<file path="config.mk">
export PLATFORM = sky130hd
export DESIGN_NAME = snoop_inv_ctrl
export DESIGN_NICKNAME = d
export VERILOG_FILES = /design/src/rtl/snoop_inv_pkg.sv /design/src/rtl/coh_line_store.sv /design/src/rtl/coh_snoop_unit.sv /design/src/rtl/snoop_inv_ctrl.sv
export SDC_FILE = /design/constraint.sdc
export NUM_CORES = 1
export LEC_CHECK = 0
export BUFFER_PORTS_ARGS = -buffer_cell sky130_fd_sc_hd__buf_2
export CORE_ASPECT_RATIO = 2
export CORE_UTILIZATION = 40
export CTS_CLUSTER_DIAMETER = 100
export DETAILED_ROUTE_END_ITERATION = 12
export PLACE_DENSITY = 0.65
export REMOVE_ABC_BUFFERS = 1
export SLEW_MARGIN = 20
export SYNTH_ARGS = -nofsm -noshare
export SYNTH_HDL_FRONTEND = slang
export SYNTH_SLANG_ARGS = --single-unit
</file>
<file path="constraint.sdc">
create_clock -name clk -period 6.7 [get_ports clk]
set_clock_uncertainty 0.1 [all_clocks]
set_input_delay 1.34 -clock clk [delete_from_list [all_inputs] [get_ports clk]]
set_output_delay 1.34 -clock clk [all_outputs]
set_load 0.1 [all_outputs]
</file>
<file path="src/rtl/snoop_inv_pkg.sv">
package snoop_inv_pkg;

    typedef enum logic [1:0] {
        LN_INV = 2'd0,
        LN_RC  = 2'd1,
        LN_WD  = 2'd2
    } line_st_e;

    typedef enum logic [2:0] {
        S_IDLE,
        S_EVICT,
        S_ARB,
        S_BCAST,
        S_FETCH,
        S_FILL
    } ctl_st_e;

endpackage

</file>
<file path="src/rtl/coh_line_store.sv">
module coh_line_store
    import snoop_inv_pkg::*;
#(
    parameter int LINES  = 16,
    parameter int TAG_W  = 4,
    parameter int DATA_W = 32,
    localparam int IDX_W = $clog2(LINES)
) (
    input  logic              clk,
    input  logic              rst_n,
    // processor port
    input  logic [IDX_W-1:0]  p_idx,
    output line_st_e          p_st,
    output logic [TAG_W-1:0]  p_tag,
    output logic [DATA_W-1:0] p_data,
    input  logic              p_we,
    input  line_st_e          p_wst,
    input  logic [TAG_W-1:0]  p_wtag,
    input  logic [DATA_W-1:0] p_wdata,
    // snoop port (state updates only)
    input  logic [IDX_W-1:0]  s_idx,
    output line_st_e          s_st,
    output logic [TAG_W-1:0]  s_tag,
    output logic [DATA_W-1:0] s_data,
    input  logic              s_we,
    input  line_st_e          s_wst
);

    line_st_e          st_q   [LINES];
    logic [TAG_W-1:0]  tag_q  [LINES];
    logic [DATA_W-1:0] data_q [LINES];

    // state bits: the snoop port is applied last and wins on a shared index
    always_ff @(posedge clk or negedge rst_n) begin
        if (!rst_n) begin
            for (int i = 0; i < LINES; i++) begin
                st_q[i] <= LN_INV;
            end
        end else begin
            if (p_we) begin
                st_q[p_idx] <= p_wst;
            end
            if (s_we) begin
                st_q[s_idx] <= s_wst;
            end
        end
    end

    always_ff @(posedge clk) begin
        if (p_we) begin
            tag_q[p_idx]  <= p_wtag;
            data_q[p_idx] <= p_wdata;
        end
    end

    assign p_st   = st_q[p_idx];
    assign p_tag  = tag_q[p_idx];
    assign p_data = data_q[p_idx];
    assign s_st   = st_q[s_idx];
    assign s_tag  = tag_q[s_idx];
    assign s_data = data_q[s_idx];

endmodule

</file>
<file path="src/rtl/coh_snoop_unit.sv">
module coh_snoop_unit
    import snoop_inv_pkg::*;
#(
    parameter int ADDR_W = 8,
    parameter int DATA_W = 32,
    parameter int LINES  = 16,
    localparam int IDX_W = $clog2(LINES),
    localparam int TAG_W = ADDR_W - IDX_W
) (
    input  logic              snp_valid,
    input  logic              snp_write,
    input  logic [ADDR_W-1:0] snp_addr,
    output logic [IDX_W-1:0]  s_idx,
    input  line_st_e          s_st,
    input  logic [TAG_W-1:0]  s_tag,
    input  logic [DATA_W-1:0] s_data,
    output logic              s_we,
    output line_st_e          s_wst,
    output logic              wb_en,
    output logic [ADDR_W-1:0] wb_addr,
    output logic [DATA_W-1:0] wb_data
);

    logic hit;

    assign s_idx   = snp_addr[IDX_W-1:0];
    assign hit     = snp_valid && (s_st != LN_INV) && (s_tag == snp_addr[ADDR_W-1:IDX_W]);
    assign wb_addr = snp_addr;
    assign wb_data = s_data;

    always_comb begin
        s_we  = 1'b0;
        s_wst = s_st;
        wb_en = 1'b0;
        if (hit) begin
            if (snp_write) begin
                s_we  = 1'b1;
                s_wst = LN_INV;
                wb_en = (s_st == LN_WD);
            end else if (s_st == LN_WD) begin
                s_we  = 1'b1;
                s_wst = LN_RC;
                wb_en = 1'b1;
            end
        end
    end

endmodule

</file>
<file path="src/rtl/snoop_inv_ctrl.sv">
module snoop_inv_ctrl
    import snoop_inv_pkg::*;
#(
    parameter int ADDR_W = 8,
    parameter int DATA_W = 32,
    parameter int LINES  = 16,
    localparam int IDX_W = $clog2(LINES),
    localparam int TAG_W = ADDR_W - IDX_W
) (
    input  logic              clk,
    input  logic              rst_n,
    input  logic              cpu_req,
    input  logic              cpu_we,
    input  logic [ADDR_W-1:0] cpu_addr,
    input  logic [DATA_W-1:0] cpu_wdata,
    output logic              cpu_busy,
    output logic              cpu_rvalid,
    output logic [DATA_W-1:0] cpu_rdata,
    output logic              bus_req,
    input  logic              bus_gnt,
    output logic              bus_cmd_valid,
    output logic              bus_cmd_write,
    output logic [ADDR_W-1:0] bus_cmd_addr,
    input  logic              snp_valid,
    input  logic              snp_write,
    input  logic [ADDR_W-1:0] snp_addr,
    output logic              mem_rd_en,
    output logic [ADDR_W-1:0] mem_rd_addr,
    input  logic              mem_rd_valid,
    input  logic [DATA_W-1:0] mem_rd_data,
    output logic              mem_wb_en,
    output logic [ADDR_W-1:0] mem_wb_addr,
    output logic [DATA_W-1:0] mem_wb_data
);

    ctl_st_e state_q, state_d;

    logic [ADDR_W-1:0] req_addr_q;
    logic              req_we_q;
    logic [DATA_W-1:0] req_wdata_q;
    logic [DATA_W-1:0] fetched_q;
    logic              rvalid_q;
    logic [DATA_W-1:0] rdata_q;

    // line store ports
    logic [IDX_W-1:0]  p_idx, s_idx;
    line_st_e          p_st, s_st, p_wst, s_wst;
    logic [TAG_W-1:0]  p_tag, s_tag, p_wtag, cur_tag;
    logic [DATA_W-1:0] p_data, s_data, p_wdata;
    logic              p_we, s_we;

    logic              snp_wb;
    logic [ADDR_W-1:0] snp_wb_addr;
    logic [DATA_W-1:0] snp_wb_data;

    logic p_hit, accept, snp_conflict, ev_wb;

    assign p_idx   = (state_q == S_IDLE) ? cpu_addr[IDX_W-1:0] : req_addr_q[IDX_W-1:0];
    assign cur_tag = (state_q == S_IDLE) ? cpu_addr[ADDR_W-1:IDX_W] : req_addr_q[ADDR_W-1:IDX_W];
    assign p_hit   = (p_st != LN_INV) && (p_tag == cur_tag);

    assign snp_conflict = snp_valid && (snp_addr[IDX_W-1:0] == cpu_addr[IDX_W-1:0]);
    assign cpu_busy     = (state_q != S_IDLE) || snp_conflict;
    assign accept       = cpu_req && !cpu_busy;

    coh_line_store #(.LINES(LINES), .TAG_W(TAG_W), .DATA_W(DATA_W)) store_i (
        .clk     (clk),
        .rst_n   (rst_n),
        .p_idx   (p_idx),
        .p_st    (p_st),
        .p_tag   (p_tag),
        .p_data  (p_data),
        .p_we    (p_we),
        .p_wst   (p_wst),
        .p_wtag  (p_wtag),
        .p_wdata (p_wdata),
        .s_idx   (s_idx),
        .s_st    (s_st),
        .s_tag   (s_tag),
        .s_data  (s_data),
        .s_we    (s_we),
        .s_wst   (s_wst)
    );

    coh_snoop_unit #(.ADDR_W(ADDR_W), .DATA_W(DATA_W), .LINES(LINES)) snoop_i (
        .snp_valid (snp_valid),
        .snp_write (snp_write),
        .snp_addr  (snp_addr),
        .s_idx     (s_idx),
        .s_st      (s_st),
        .s_tag     (s_tag),
        .s_data    (s_data),
        .s_we      (s_we),
        .s_wst     (s_wst),
        .wb_en     (snp_wb),
        .wb_addr   (snp_wb_addr),
        .wb_data   (snp_wb_data)
    );

    // state register
    always_ff @(posedge clk or negedge rst_n) begin
        if (!rst_n) begin
            state_q <= S_IDLE;
        end else begin
            state_q <= state_d;
        end
    end

    // next state, line writes and bus/memory strobes
    always_comb begin
        state_d       = state_q;
        p_we          = 1'b0;
        p_wst         = p_st;
        p_wtag        = p_tag;
        p_wdata       = p_data;
        bus_req       = 1'b0;
        bus_cmd_valid = 1'b0;
        mem_rd_en     = 1'b0;
        ev_wb         = 1'b0;
        unique case (state_q)
            S_IDLE: begin
                if (accept) begin
                    if (p_hit && !cpu_we) begin
                        state_d = S_IDLE;
                    end else if (p_hit && p_st == LN_WD) begin
                        p_we    = 1'b1;
                        p_wdata = cpu_wdata;
                    end else if (!p_hit && p_st == LN_WD) begin
                        state_d = S_EVICT;
                    end else begin
                        state_d = S_ARB;
                    end
                end
            end
            S_EVICT: begin
                if (!snp_wb) begin
                    ev_wb   = 1'b1;
                    p_we    = 1'b1;
                    p_wst   = LN_INV;
                    state_d = S_ARB;
                end
            end
            S_ARB: begin
                bus_req = 1'b1;
                if (bus_gnt) begin
                    state_d = S_BCAST;
                end
            end
            S_BCAST: begin
                bus_req       = 1'b1;
                bus_cmd_valid = 1'b1;
                state_d       = p_hit ? S_FILL : S_FETCH;
            end
            S_FETCH: begin
                bus_req   = 1'b1;
                mem_rd_en = 1'b1;
                if (mem_rd_valid) begin
                    state_d = S_FILL;
                end
            end
            S_FILL: begin
                bus_req = 1'b1;
                p_we    = 1'b1;
                p_wtag  = req_addr_q[ADDR_W-1:IDX_W];
                p_wst   = req_we_q ? LN_WD : LN_RC;
                p_wdata = req_we_q ? req_wdata_q : fetched_q;
                state_d = S_IDLE;
            end
            default: state_d = S_IDLE;
        endcase
    end

    // request latch and response registers
    always_ff @(posedge clk or negedge rst_n) begin
        if (!rst_n) begin
            req_addr_q  <= '0;
            req_we_q    <= 1'b0;
            req_wdata_q <= '0;
            fetched_q   <= '0;
            rvalid_q    <= 1'b0;
            rdata_q     <= '0;
        end else begin
            rvalid_q <= 1'b0;
            if (accept) begin
                req_addr_q  <= cpu_addr;
                req_we_q    <= cpu_we;
                req_wdata_q <= cpu_wdata;
                if (p_hit && !cpu_we) begin
                    rvalid_q <= 1'b1;
                    rdata_q  <= p_data;
                end
            end
            if (state_q == S_FETCH && mem_rd_valid) begin
                fetched_q <= mem_rd_data;
            end
            if (state_q == S_FILL && !req_we_q) begin
                rvalid_q <= 1'b1;
                rdata_q  <= fetched_q;
            end
        end
    end

    assign cpu_rvalid    = rvalid_q;
    assign cpu_rdata     = rdata_q;
    assign bus_cmd_write = req_we_q;
    assign bus_cmd_addr  = req_addr_q;
    assign mem_rd_addr   = req_addr_q;
    assign mem_wb_en     = snp_wb || ev_wb;
    assign mem_wb_addr   = snp_wb ? snp_wb_addr : {p_tag, req_addr_q[IDX_W-1:0]};
    assign mem_wb_data   = snp_wb ? snp_wb_data : p_data;

endmodule

</file>
==> After elaboration in Yosys (flattened, before gate mapping) <==
Memories as Yosys holds them, arrays and structs flattened.
Index checks and enable logic that the tools add are counted.
{ "totals": {"ff_bits": 141, "ramBits": 576, "input_bits": 88, "elab_cells": 134, "mem_count": 2} }
{ "op_classes": {"magnitude_cmp": 4, "n_eq_ne": 15, "muxes": 61, "bitwise": 2, "n_reduce_logical": 27} }
{ "mem_list": {"columns": ["name", "words", "width", "rd", "rd_clocked_by_memory_dff", "wr", "line", "source"], "rows": [
  ["store_i.data_q", 16, 32, 2, 0, 1, "coh_line_store.sv:31", "logic [DATA_W-1:0] data_q [LINES];"],
  ["store_i.tag_q", 16, 4, 2, 0, 1, "coh_line_store.sv:30", "logic [TAG_W-1:0] tag_q [LINES];"]
]} }
{ "op_table": {"columns": ["cell", "count"], "rows": [
  ["two-way mux 32 bit", 10],
  ["bitwise mux 32 bit", 2],
  ["one-hot mux 32 bit (2 select lines)", 1],
  ["two-way mux 2 bit", 12],
  ["two-way mux 1 bit", 19],
  ["two-way mux 3 bit", 6],
  ["binary-select mux 2 bit (select 4 bit)", 2],
  ["demux 2 bit (select 4 bit)", 2],
  ["one-hot mux 3 bit (5 select lines)", 1],
  ["== test 4 bit", 3],
  ["logical AND 1 bit", 12],
  ["two-way mux 4 bit", 3],
  ["greater-or-equal comparator 5 bit (second input constant)", 2],
  ["less-than comparator 5 x 1 -> 1 bit (second input constant)", 2],
  ["inverter 4 -> 5 bit", 2],
  ["two-way mux 8 bit", 1],
  ["!= test 2 bit (second input constant)", 4],
  ["nonzero test 2 bit", 4],
  ["== test 3 x 2 -> 1 bit (second input constant)", 2],
  ["== test 3 bit (second input constant)", 2],
  ["AND reduction 5 bit", 1],
  ["== test 2 bit (second input constant)", 2],
  ["zero test 1 bit", 4],
  ["one-hot mux 2 bit (2 select lines)", 1],
  ["other kinds (8)", 9]
]} }

==> Logic depth before layout (Yosys ltp) <==
Gate-level depths: netlist of run 1.
{ "logic_depth": {"ltp_word": 16, "ltp_mapped": 16, "depth_no_buf": 10} }

==> By module <==
Synthesis of run 1 repeated with hierarchy kept, for this count alone.
{ "unflattened": {"cells_unflattened": 2071, "area_unflattened_um2": 34614.4} }
{ "by_module_without_submodules": {"columns": ["mod", "instances", "cells_per_inst", "area_each_um2"], "rows": [
  ["coh_line_store", 1, 1400, 27885.5],
  ["snoop_inv_ctrl", 1, 611, 6286.0],
  ["coh_snoop_unit", 1, 60, 442.9]
]} }

==> Worst setup path before layout of run 1 <==
OpenSTA, ideal clock, no wires.
{ "synth_path": {"path_kind": "input port to flip-flop", "from": "input port snp_addr[0]", "to": "register store_i.st_q[23] (netlist bit)", "setup_ps": 130, "arrival_time_ps": 8251, "slack_ps": -1781, "stages": 11, "n_path_buf": 2, "cell_sequence": "buf_2 buf_2 xnor2_1 nand2_1 o41ai_1 nor2_1 nand2_1 nor4_1 nand4_1 o21ai_0 o211a_1"} }
{ "synth_between": {"word_cells_on_any_way": 37} }
{ "synth_lines": {"columns": ["item", "line", "source"], "rows": [
  ["start, declared", "snoop_inv_ctrl.sv:26", "input logic [ADDR_W-1:0] snp_addr,"],
  ["== test 4 bit (*)", "snoop_inv_ctrl.sv:62", "assign snp_conflict = snp_valid && (snp_addr[IDX_W-1:0] == cpu_addr[IDX_W-1:0]);"],
  ["logical AND 1 bit (*)", "snoop_inv_ctrl.sv:62", null],
  ["logical OR 1 bit (*)", "snoop_inv_ctrl.sv:63", "assign cpu_busy = (state_q != S_IDLE) || snp_conflict;"],
  ["named net cpu_busy", "snoop_inv_ctrl.sv:16", "output logic cpu_busy,"],
  ["zero test 1 bit (*)", "snoop_inv_ctrl.sv:64", "assign accept = cpu_req && !cpu_busy;"],
  ["logical AND 1 bit (*)", "snoop_inv_ctrl.sv:64", null],
  ["two-way mux 1 bit (*)", "snoop_inv_ctrl.sv:122", "if (accept) begin"],
  ["one-hot mux 1 bit (3 select lines) (*)", "snoop_inv_ctrl.sv:120", "unique case (state_q)"],
  ["two-way mux 32 bit (*)", "coh_line_store.sv:40", "if (p_we) begin"],
  ["bitwise mux 32 bit", "coh_line_store.sv:44", "st_q[s_idx] <= s_wst;"],
  ["two-way mux 32 bit (*)", "coh_line_store.sv:43", "if (s_we) begin"],
  ["end signal, assigned by index", "coh_line_store.sv:41", "st_q[p_idx] <= p_wst;"],
  ["end signal, assigned by index", "coh_line_store.sv:44", null],
  ["end, declared", "coh_line_store.sv:29", "line_st_e st_q [LINES];"]
]} }
The timed path passes the listed nets; every way through them passes the cells marked *. The select of a mux whose other input is x is not followed.
A chain may end at the register's enable or synchronous reset.

==> Worst setup path in the final report of run 1 <==
{ "layout_path": {"from": "register state_q[1]", "to": "output port mem_wb_data[15]"} }
{ "layout_between": {"elab_chain_cells": 4} }
{ "layout_lines": {"columns": ["item", "line", "source"], "rows": [
  ["start, declared", "snoop_inv_ctrl.sv:36", "ctl_st_e state_q, state_d;"],
  ["start signal, assigned", "snoop_inv_ctrl.sv:105", "state_q <= state_d;"],
  ["zero test 3 bit", "snoop_inv_ctrl.sv:58", "assign p_idx = (state_q == S_IDLE) ? cpu_addr[IDX_W-1:0] : req_addr_q[IDX_W-1:0];"],
  ["two-way mux 4 bit", "snoop_inv_ctrl.sv:58", null],
  ["memory (16 x 32 bit)", null, null],
  ["two-way mux 32 bit", "snoop_inv_ctrl.sv:210", "assign mem_wb_data = snp_wb ? snp_wb_data : p_data;"],
  ["end, declared", "snoop_inv_ctrl.sv:33", "output logic [DATA_W-1:0] mem_wb_data"]
]} }
No other way between the ends.

==> metrics.txt, run 1 <==
# TYPE chip_impl_metric gauge
chip_impl_metric{name="first_global_vias",unit=""} 26768
chip_impl_metric{name="ff2ff_setup_slack",unit="ns"} 1.24
chip_impl_metric{name="synth-seq-area-share",unit="%"} 57.45
chip_impl_info{name="synth_most_common_cell",value="sky130_fd_sc_hd__nand2_1"} 1
chip_impl_metric{name="final-hold-violation-count",unit=""} 0
chip_impl_metric{name="period_needed",unit="ns"} 6.339
chip_impl_metric{name="area_growth",unit="%"} 16.86
chip_impl_metric{name="postCtsSetupRepairBufs",unit=""} 0
chip_impl_metric{name="io_buffers",unit=""} 182
chip_impl_metric{name="cts_htree_levels",unit=""} 3
chip_impl_metric{name="slew-limit-headroom",unit="%"} 26.55
chip_impl_info{name="timing.hold.worst.class",value="flop to flop"} 1
chip_impl_info{name="worstHoldStart",value="req_wdata_q[21]$_DFFE_PN0P_"} 1
chip_impl_metric{name="timing.hold.worst_path_depth",unit=""} 1
chip_impl_metric{name="yosys_warnings",unit=""} 0
chip_impl_metric{name="drive_above_1_share",unit="%"} 26.24
chip_impl_metric{name="register_clock_pin_slew_on_the_reported_worst_setup_and_hold_paths",unit="ns"} 0.08
chip_impl_info{name="cpMostUsedCell",value="sky130_fd_sc_hd__buf_12"} 1
chip_impl_metric{name="clock_insertion_delay_worst_skew",unit="ns"} 0.67
chip_impl_metric{name="distinct_cells_synth",unit=""} 71
chip_impl_metric{name="ant_nets",unit=""} 0
chip_impl_metric{name="maximum_number_of_pins_on_one_net_before_global_route_repair",unit=""} 101
chip_impl_info{name="critical-path-slowest-cell",value="sky130_fd_sc_hd__and2_4"} 1
chip_impl_metric{name="place_congestion",unit=""} 0.9649
chip_impl_metric{name="grt_pass1_wl",unit="mm"} 171.9
chip_impl_info{name="timing.rr.end",value="store_i.data_q[15][12]$_DFFE_PP_"} 1
chip_impl_metric{name="placementRows",unit=""} 155
chip_impl_info{name="synth_area_leaders",value="sky130_fd_sc_hd__edfxtp_1 (48%), sky130_fd_sc_hd__mux4_2 (13%), sky130_fd_sc_hd__dfrtp_1 (9.7%)"} 1
chip_impl_metric{name="post_cts_resize_count",unit=""} 0
chip_impl_metric{name="vias",unit=""} 26167
chip_impl_metric{name="grt_antenna_before_repair",unit=""} 1
chip_impl_metric{name="count_of_endpoints_failing_setup_in_the_final_report",unit=""} 0
chip_impl_metric{name="cts.sink_count",unit=""} 717
chip_impl_metric{name="synthCells",unit=""} 2784
chip_impl_metric{name="tritoncts.num_buffers",unit=""} 70
chip_impl_metric{name="critPathArrivalTime",unit="ns"} 4.90
chip_impl_metric{name="synth_top_area_share",unit="%"} 47.72
chip_impl_metric{name="core-area",unit="mm^2"} 0.08940
chip_impl_metric{name="worstPathMaxFanout",unit=""} 49
chip_impl_info{name="outcome",value="finished, final reports clean"} 1
chip_impl_metric{name="wire_per_inst",unit="um"} 27.97
chip_impl_metric{name="initial_utilization",unit="%"} 40.54
chip_impl_metric{name="cts_hold_repair.buffers",unit=""} 0
chip_impl_info{name="rsz0062_at_grt",value="false"} 1
chip_impl_metric{name="drv_cap",unit=""} 0
chip_impl_metric{name="num_antenna_cells",unit=""} 0
chip_impl_metric{name="max_slew.worst_pin.slew",unit="ns"} 1.094
chip_impl_info{name="crit_path_cell_trace",value="o31ai_2 -> and2_4 -> buf_12 -> buf_4 -> nand2_1 -> and3_1 -> a311oi_1 -> a311o_1 -> o31ai_1 -> o21ai_0 -> buf_12"} 1
chip_impl_metric{name="nets",unit=""} 3038
chip_impl_metric{name="syn-mean-instance-area",unit="um^2"} 13.02
chip_impl_info{name="crit_path_end_kind",value="output port"} 1
chip_impl_metric{name="drc_errors",unit=""} 0
chip_impl_metric{name="fmax",unit="GHz"} 0.1577
chip_impl_metric{name="number_of_inserted_filler_cells_in_the_final_layout",unit=""} 7792
chip_impl_info{name="cts_tree",value="yes"} 1
chip_impl_metric{name="dieWidth",unit="um"} 214.9
chip_impl_metric{name="share_of_the_clock_period_used_by_the_worst_path_after_layout",unit="%"} 94.62
chip_impl_metric{name="slowest_delay",unit="ns"} 0.71
chip_impl_info{name="synth.top_cells.by_count",value="sky130_fd_sc_hd__nand2_1 (600), sky130_fd_sc_hd__edfxtp_1 (576), sky130_fd_sc_hd__mux4_2 (208)"} 1
chip_impl_metric{name="core_utilization_of_the_finished_layout",unit="%"} 47.38
chip_impl_metric{name="grt_overflow",unit=""} 0
chip_impl_metric{name="worst_r2r_path_depth",unit=""} 12
chip_impl_metric{name="ys_async_sr_fraction",unit="%"} 19.67
chip_impl_metric{name="finalMaxSlewViolations",unit=""} 0
chip_impl_metric{name="yosys_register_bits",unit=""} 717
chip_impl_metric{name="deepest_clock_path_buffer_count",unit=""} 3
chip_impl_info{name="min_to",value="req_wdata_q[21]$_DFFE_PN0P_"} 1
chip_impl_info{name="setup.worst_path.start_class",value="flop"} 1
chip_impl_metric{name="vias_per_cell",unit=""} 6.260
chip_impl_metric{name="io-pin-count",unit=""} 183
chip_impl_metric{name="fp.dieH",unit="um"} 427.7
chip_impl_metric{name="crit_required",unit="ns"} 5.26
chip_impl_info{name="ys_dominant_reg_cell",value="sky130_fd_sc_hd__edfxtp_1"} 1
chip_impl_metric{name="synthesis.area",unit="mm^2"} 0.03625
chip_impl_metric{name="post-dp-hpwl",unit="mm"} 72.40
chip_impl_info{name="root_buffer",value="sky130_fd_sc_hd__clkbuf_16"} 1
chip_impl_metric{name="synth-edff-count",unit=""} 576
chip_impl_info{name="yosysTopAreaCell",value="sky130_fd_sc_hd__edfxtp_1"} 1
chip_impl_metric{name="track_usage",unit="%"} 25.46
chip_impl_metric{name="die_area",unit="mm^2"} 0.09190
chip_impl_info{name="path_class",value="flop to output port"} 1
chip_impl_metric{name="drtPass1Iterations",unit=""} 6
chip_impl_info{name="regToRegStartpoint",value="state_q[1]$_DFFE_PN0P_"} 1
chip_impl_metric{name="first_iter_violations",unit=""} 2624
chip_impl_metric{name="drt_wl_total",unit="mm"} 116.9
[cell type report]
| class | instances | area (um^2) | area share, % |
|---|---|---|---|
| clock inverters | 43 | 426.7 | 1.007 |
| flip-flops and latches | 717 | 20830 | 49.18 |
| inverters | 15 | 56.30 | 0.1329 |
| well taps | 1177 | 1473 | 3.477 |
| multi-input cells | 1812 | 14550 | 34.35 |
| repair buffers | 334 | 3141 | 7.415 |
| clock buffers | 82 | 1881 | 4.440 |
[registers in the layout, indices dropped and copies added (netlist names)]
name,flops
store_i.data_q,512
store_i.tag_q,64
cpu_rdata,32
fetched_q,32
req_wdata_q,32
store_i.st_q,32
bus_cmd_addr,8
state_q,3
bus_cmd_write,1
cpu_rvalid,1
[metrics by stage]
step                      setup TNS [ns]  hold slack [ns]  cells  instance area (um^2)  worst slack [ns]
after global placement                 0           0.3884   4055                 40050            0.6015
after floorplan                 -3331.56           0.3805   2544                 35250            -3.938
after detailed placement               0           0.3933   4055                 40050            0.5934
final                                  0           0.4034   4180                 42360            0.3606
after global routing                   0           0.4146   4180                 42360            0.1600
after CTS                              0           0.4093   4180                 42360            0.3115
[worst max-delay path by stage]
| stage | from | to | slack (ns) | cells past startpoint |
|---|---|---|---|---|
| after floorplan | bus_cmd_addr[0]$_DFFE_PN0P_ | mem_wb_data[0] | -3.94 | 8 |
| after global placement | cpu_addr[0] | mem_wb_data[15] | 0.60 | 12 |
| after detailed placement | cpu_addr[0] | mem_wb_data[15] | 0.59 | 12 |
| after CTS | state_q[1]$_DFFE_PN0P_ | mem_wb_data[15] | 0.31 | 11 |
| after global routing | state_q[1]$_DFFE_PN0P_ | mem_wb_data[15] | 0.16 | 11 |
| final | state_q[1]$_DFFE_PN0P_ | mem_wb_data[15] | 0.36 | 11 |
[kinds of logic (layout without fill, tap and decap cells)]
kind of cell | after synthesis | in the layout | synth area share (%)
compound gates | 451 | 451 | 9.638
simple gates | 966 | 966 | 11.67
buf+inv | 255 | 474 | 2.903
flops | 717 | 717 | 57.45
mux | 378 | 378 | 17.93
xor+xnor | 17 | 17 | 0.4108
[layout by cell type, fill, tap and decap left out, types with 47 or more instances in the layout]
master and n:
sky130_fd_sc_hd__nand2_1 596, sky130_fd_sc_hd__edfxtp_1 576, sky130_fd_sc_hd__mux4_2 208, sky130_fd_sc_hd__buf_2 143
sky130_fd_sc_hd__dfrtp_1 140, sky130_fd_sc_hd__buf_4 110, sky130_fd_sc_hd__nor2_1 106, sky130_fd_sc_hd__and3_1 105
sky130_fd_sc_hd__a311oi_1 96, sky130_fd_sc_hd__mux2_2 88, sky130_fd_sc_hd__mux2i_1 81, sky130_fd_sc_hd__buf_12 78
sky130_fd_sc_hd__nand3_1 76, sky130_fd_sc_hd__clkbuf_16 73, sky130_fd_sc_hd__o21ai_0 62, sky130_fd_sc_hd__a21oi_1 47
[layer usage]
metal,track usage [%],vias up,share of wire (%)
met1,29.64,13247,36
met5,0,-,0
met4,15.30,0,5.8
li1,-,11117,-
met3,4.191,383,7.9
met2,44.09,1420,50
[worst max-delay path, delay by kind of cell, from the launching register on]
family,cells,cell delay (ns)
flops,1,0.67
simple gates,3,0.94
buf+inv,3,0.80
compound gates,5,1.72
Power of run 1 is not shown: default switching activity piles up to over one toggle a cycle in this logic, so the estimate is an artifact.
==> inputs of run 2 (changes only) <==
==> constraint.sdc (replaced) <==
create_clock -name clk -period 7.9 [get_ports clk]
set_clock_uncertainty 0.1 [all_clocks]
set_input_delay 1.58 -clock clk [delete_from_list [all_inputs] [get_ports clk]]
set_output_delay 1.58 -clock clk [all_outputs]
set_load 0.1 [all_outputs]
==> metrics.txt, run 2 (same netlist as run 1, synthesis figures left out) <==
# TYPE chip_impl_metric gauge
chip_impl_metric{name="track_usage",unit="%"} 25.66
chip_impl_metric{name="tritoncts.num_buffers",unit=""} 66
chip_impl_metric{name="count_of_endpoints_failing_setup_in_the_final_report",unit=""} 0
chip_impl_metric{name="place_congestion",unit=""} 0.9129
chip_impl_metric{name="largest_register_ff_count",unit=""} 512
chip_impl_metric{name="postCtsSetupRepairBufs",unit=""} 0
chip_impl_metric{name="first_global_vias",unit=""} 26642
chip_impl_metric{name="register_clock_pin_slew_on_the_reported_worst_setup_and_hold_paths",unit="ns"} 0.06
chip_impl_metric{name="cts.sink_count",unit=""} 717
chip_impl_metric{name="slew-limit-headroom",unit="%"} 26.89
chip_impl_metric{name="fp.dieH",unit="um"} 427.7
chip_impl_metric{name="core-area",unit="mm^2"} 0.08940
chip_impl_metric{name="drt_wl_total",unit="mm"} 117.4
chip_impl_info{name="final_common_cell",value="sky130_fd_sc_hd__nand2_1"} 1
chip_impl_metric{name="max_slew.worst_pin.slew",unit="ns"} 1.087
chip_impl_metric{name="fmax",unit="GHz"} 0.1392
chip_impl_metric{name="timing.final.ws_setup",unit="ns"} 0.7163
chip_impl_metric{name="dieWidth",unit="um"} 214.9
chip_impl_metric{name="drive_above_1_share",unit="%"} 25.43
chip_impl_metric{name="crit_required",unit="ns"} 6.22
chip_impl_metric{name="initial_utilization",unit="%"} 40.54
chip_impl_metric{name="drc_errors",unit=""} 0
chip_impl_metric{name="grt_overflow",unit=""} 0
chip_impl_metric{name="final-hold-violation-count",unit=""} 0
chip_impl_metric{name="post-dp-hpwl",unit="mm"} 72.27
chip_impl_metric{name="io-pin-count",unit=""} 183
chip_impl_metric{name="post_cts_resize_count",unit=""} 0
chip_impl_metric{name="period_needed",unit="ns"} 7.184
chip_impl_metric{name="place_ws",unit="ns"} 0.7487
chip_impl_metric{name="grt_antenna_before_repair",unit=""} 2
chip_impl_metric{name="maximum_number_of_pins_on_one_net_before_global_route_repair",unit=""} 115
chip_impl_metric{name="die_area",unit="mm^2"} 0.09190
chip_impl_metric{name="area_growth",unit="%"} 15.39
chip_impl_metric{name="first_iter_violations",unit=""} 3039
chip_impl_info{name="timing.hold.worst.class",value="flop to flop"} 1
chip_impl_metric{name="clock_insertion_delay_worst_skew",unit="ns"} 0.65
chip_impl_info{name="setup.worst_path.start_class",value="input pin"} 1
chip_impl_metric{name="critPathArrivalTime",unit="ns"} 5.50
chip_impl_metric{name="ant_nets",unit=""} 0
chip_impl_info{name="outcome",value="finished, final reports clean"} 1
chip_impl_metric{name="io_buffers",unit=""} 182
chip_impl_metric{name="drv_cap",unit=""} 0
chip_impl_metric{name="vias_per_cell",unit=""} 6.308
chip_impl_metric{name="wire_per_inst",unit="um"} 28.29
chip_impl_metric{name="grt_pass1_wl",unit="mm"} 173.2
chip_impl_info{name="largest_register",value="store_i.data_q"} 1
chip_impl_metric{name="deepest_clock_path_buffer_count",unit=""} 3
chip_impl_info{name="path_class",value="input pin to output port"} 1
chip_impl_info{name="rsz0062_at_grt",value="false"} 1
chip_impl_metric{name="number_of_inserted_filler_cells_in_the_final_layout",unit=""} 7768
chip_impl_metric{name="cts_hold_repair.buffers",unit=""} 0
chip_impl_metric{name="finalMaxSlewViolations",unit=""} 0
chip_impl_metric{name="cts_htree_levels",unit=""} 3
chip_impl_metric{name="num_antenna_cells",unit=""} 0
chip_impl_info{name="largestRegisters",value="store_i.data_q: 512 flops, store_i.tag_q: 64 flops"} 1
chip_impl_metric{name="drtPass1Iterations",unit=""} 7
chip_impl_info{name="layout.cells.most_common_list",value="sky130_fd_sc_hd__nand2_1 (596), sky130_fd_sc_hd__edfxtp_1 (576), sky130_fd_sc_hd__mux4_2 (208), sky130_fd_sc_hd__buf_2 (155), sky130_fd_sc_hd__dfrtp_1 (140)"} 1
chip_impl_info{name="root_buffer",value="sky130_fd_sc_hd__clkbuf_16"} 1
chip_impl_metric{name="worstPathMaxFanout",unit=""} 75
chip_impl_metric{name="placementRows",unit=""} 155
chip_impl_info{name="crit_path_end_kind",value="output port"} 1
chip_impl_info{name="cts_tree",value="yes"} 1
chip_impl_metric{name="nets",unit=""} 3011
chip_impl_metric{name="share_of_the_clock_period_used_by_the_worst_path_after_layout",unit="%"} 90.93
chip_impl_metric{name="vias",unit=""} 26178
[run 2: area by class of cell]
class | instances | area [um^2] | share of cell area (%)
clock buffers | 84 | 1780 | 4.257
clock inverters | 34 | 514.2 | 1.230
inverters | 15 | 56.30 | 0.1346
multi-input cells | 1812 | 14560 | 34.80
flip-flops and latches | 717 | 20830 | 49.80
well taps | 1177 | 1473 | 3.521
repair buffers | 311 | 2615 | 6.253
[run 2: final timing paths]
check / from / to / slack (ns) / cells past startpoint
setup / recovery: cpu_addr[0] / mem_wb_data[1] / 0.72 / 10
hold / removal: req_wdata_q[15]$_DFFE_PN0P_ / req_wdata_q[15]$_DFFE_PN0P_ / 0.41 / 1
setup reg to reg: state_q[2]$_DFFE_PN0P_ / store_i.data_q[3][26]$_DFFE_PP_ / 1.90 / 13
hold reg to reg: req_wdata_q[15]$_DFFE_PN0P_ / req_wdata_q[15]$_DFFE_PN0P_ / 0.41 / 1
max in group asynchronous: rst_n / bus_cmd_write$_DFFE_PN0P_ / 5.39 / 2
min in group asynchronous: rst_n / req_wdata_q[2]$_DFFE_PN0P_ / 0.94 / 1
[run 2: critical path: stages]
cell                       delay (ns)
sky130_fd_sc_hd__buf_2           0.47
sky130_fd_sc_hd__or4b_1          0.64
sky130_fd_sc_hd__and2_4          0.48
sky130_fd_sc_hd__buf_4           0.44
sky130_fd_sc_hd__nand2_1         0.12
sky130_fd_sc_hd__and3_1          0.16
sky130_fd_sc_hd__a311oi_1        0.05
sky130_fd_sc_hd__o31ai_1         0.83
sky130_fd_sc_hd__o21ai_0         0.29
sky130_fd_sc_hd__buf_2           0.37
[run 2: per-layer routing]
metal	vias up	routed length [um]	track usage [%]
met4	0	6379	14.44
met5	-	0	0
met2	1450	59430	44.44
met3	353	9617	4.844
li1	11082	-	-
met1	13293	41970	29.87
[run 2: through the flow]
stage / TNS, ns / utilization (%) / hold WS [ns] / instances / instance area [um^2]
2_1_floorplan: -1944.32 / - / 0.3805 / 2544 / 35250
3_3_place_gp: 0 / 44.15 / 0.3892 / 4030 / 39470
3_5_place_dp: 0 / 44.21 / 0.3906 / 4032 / 39530
4_1_cts: 0 / 46.78 / 0.4105 / 4150 / 41820
5_1_grt: 0 / 46.78 / 0.4210 / 4150 / 41820
6_report: 0 / 46.78 / 0.4064 / 4150 / 41820
Power of run 2 is left out for the same reason.
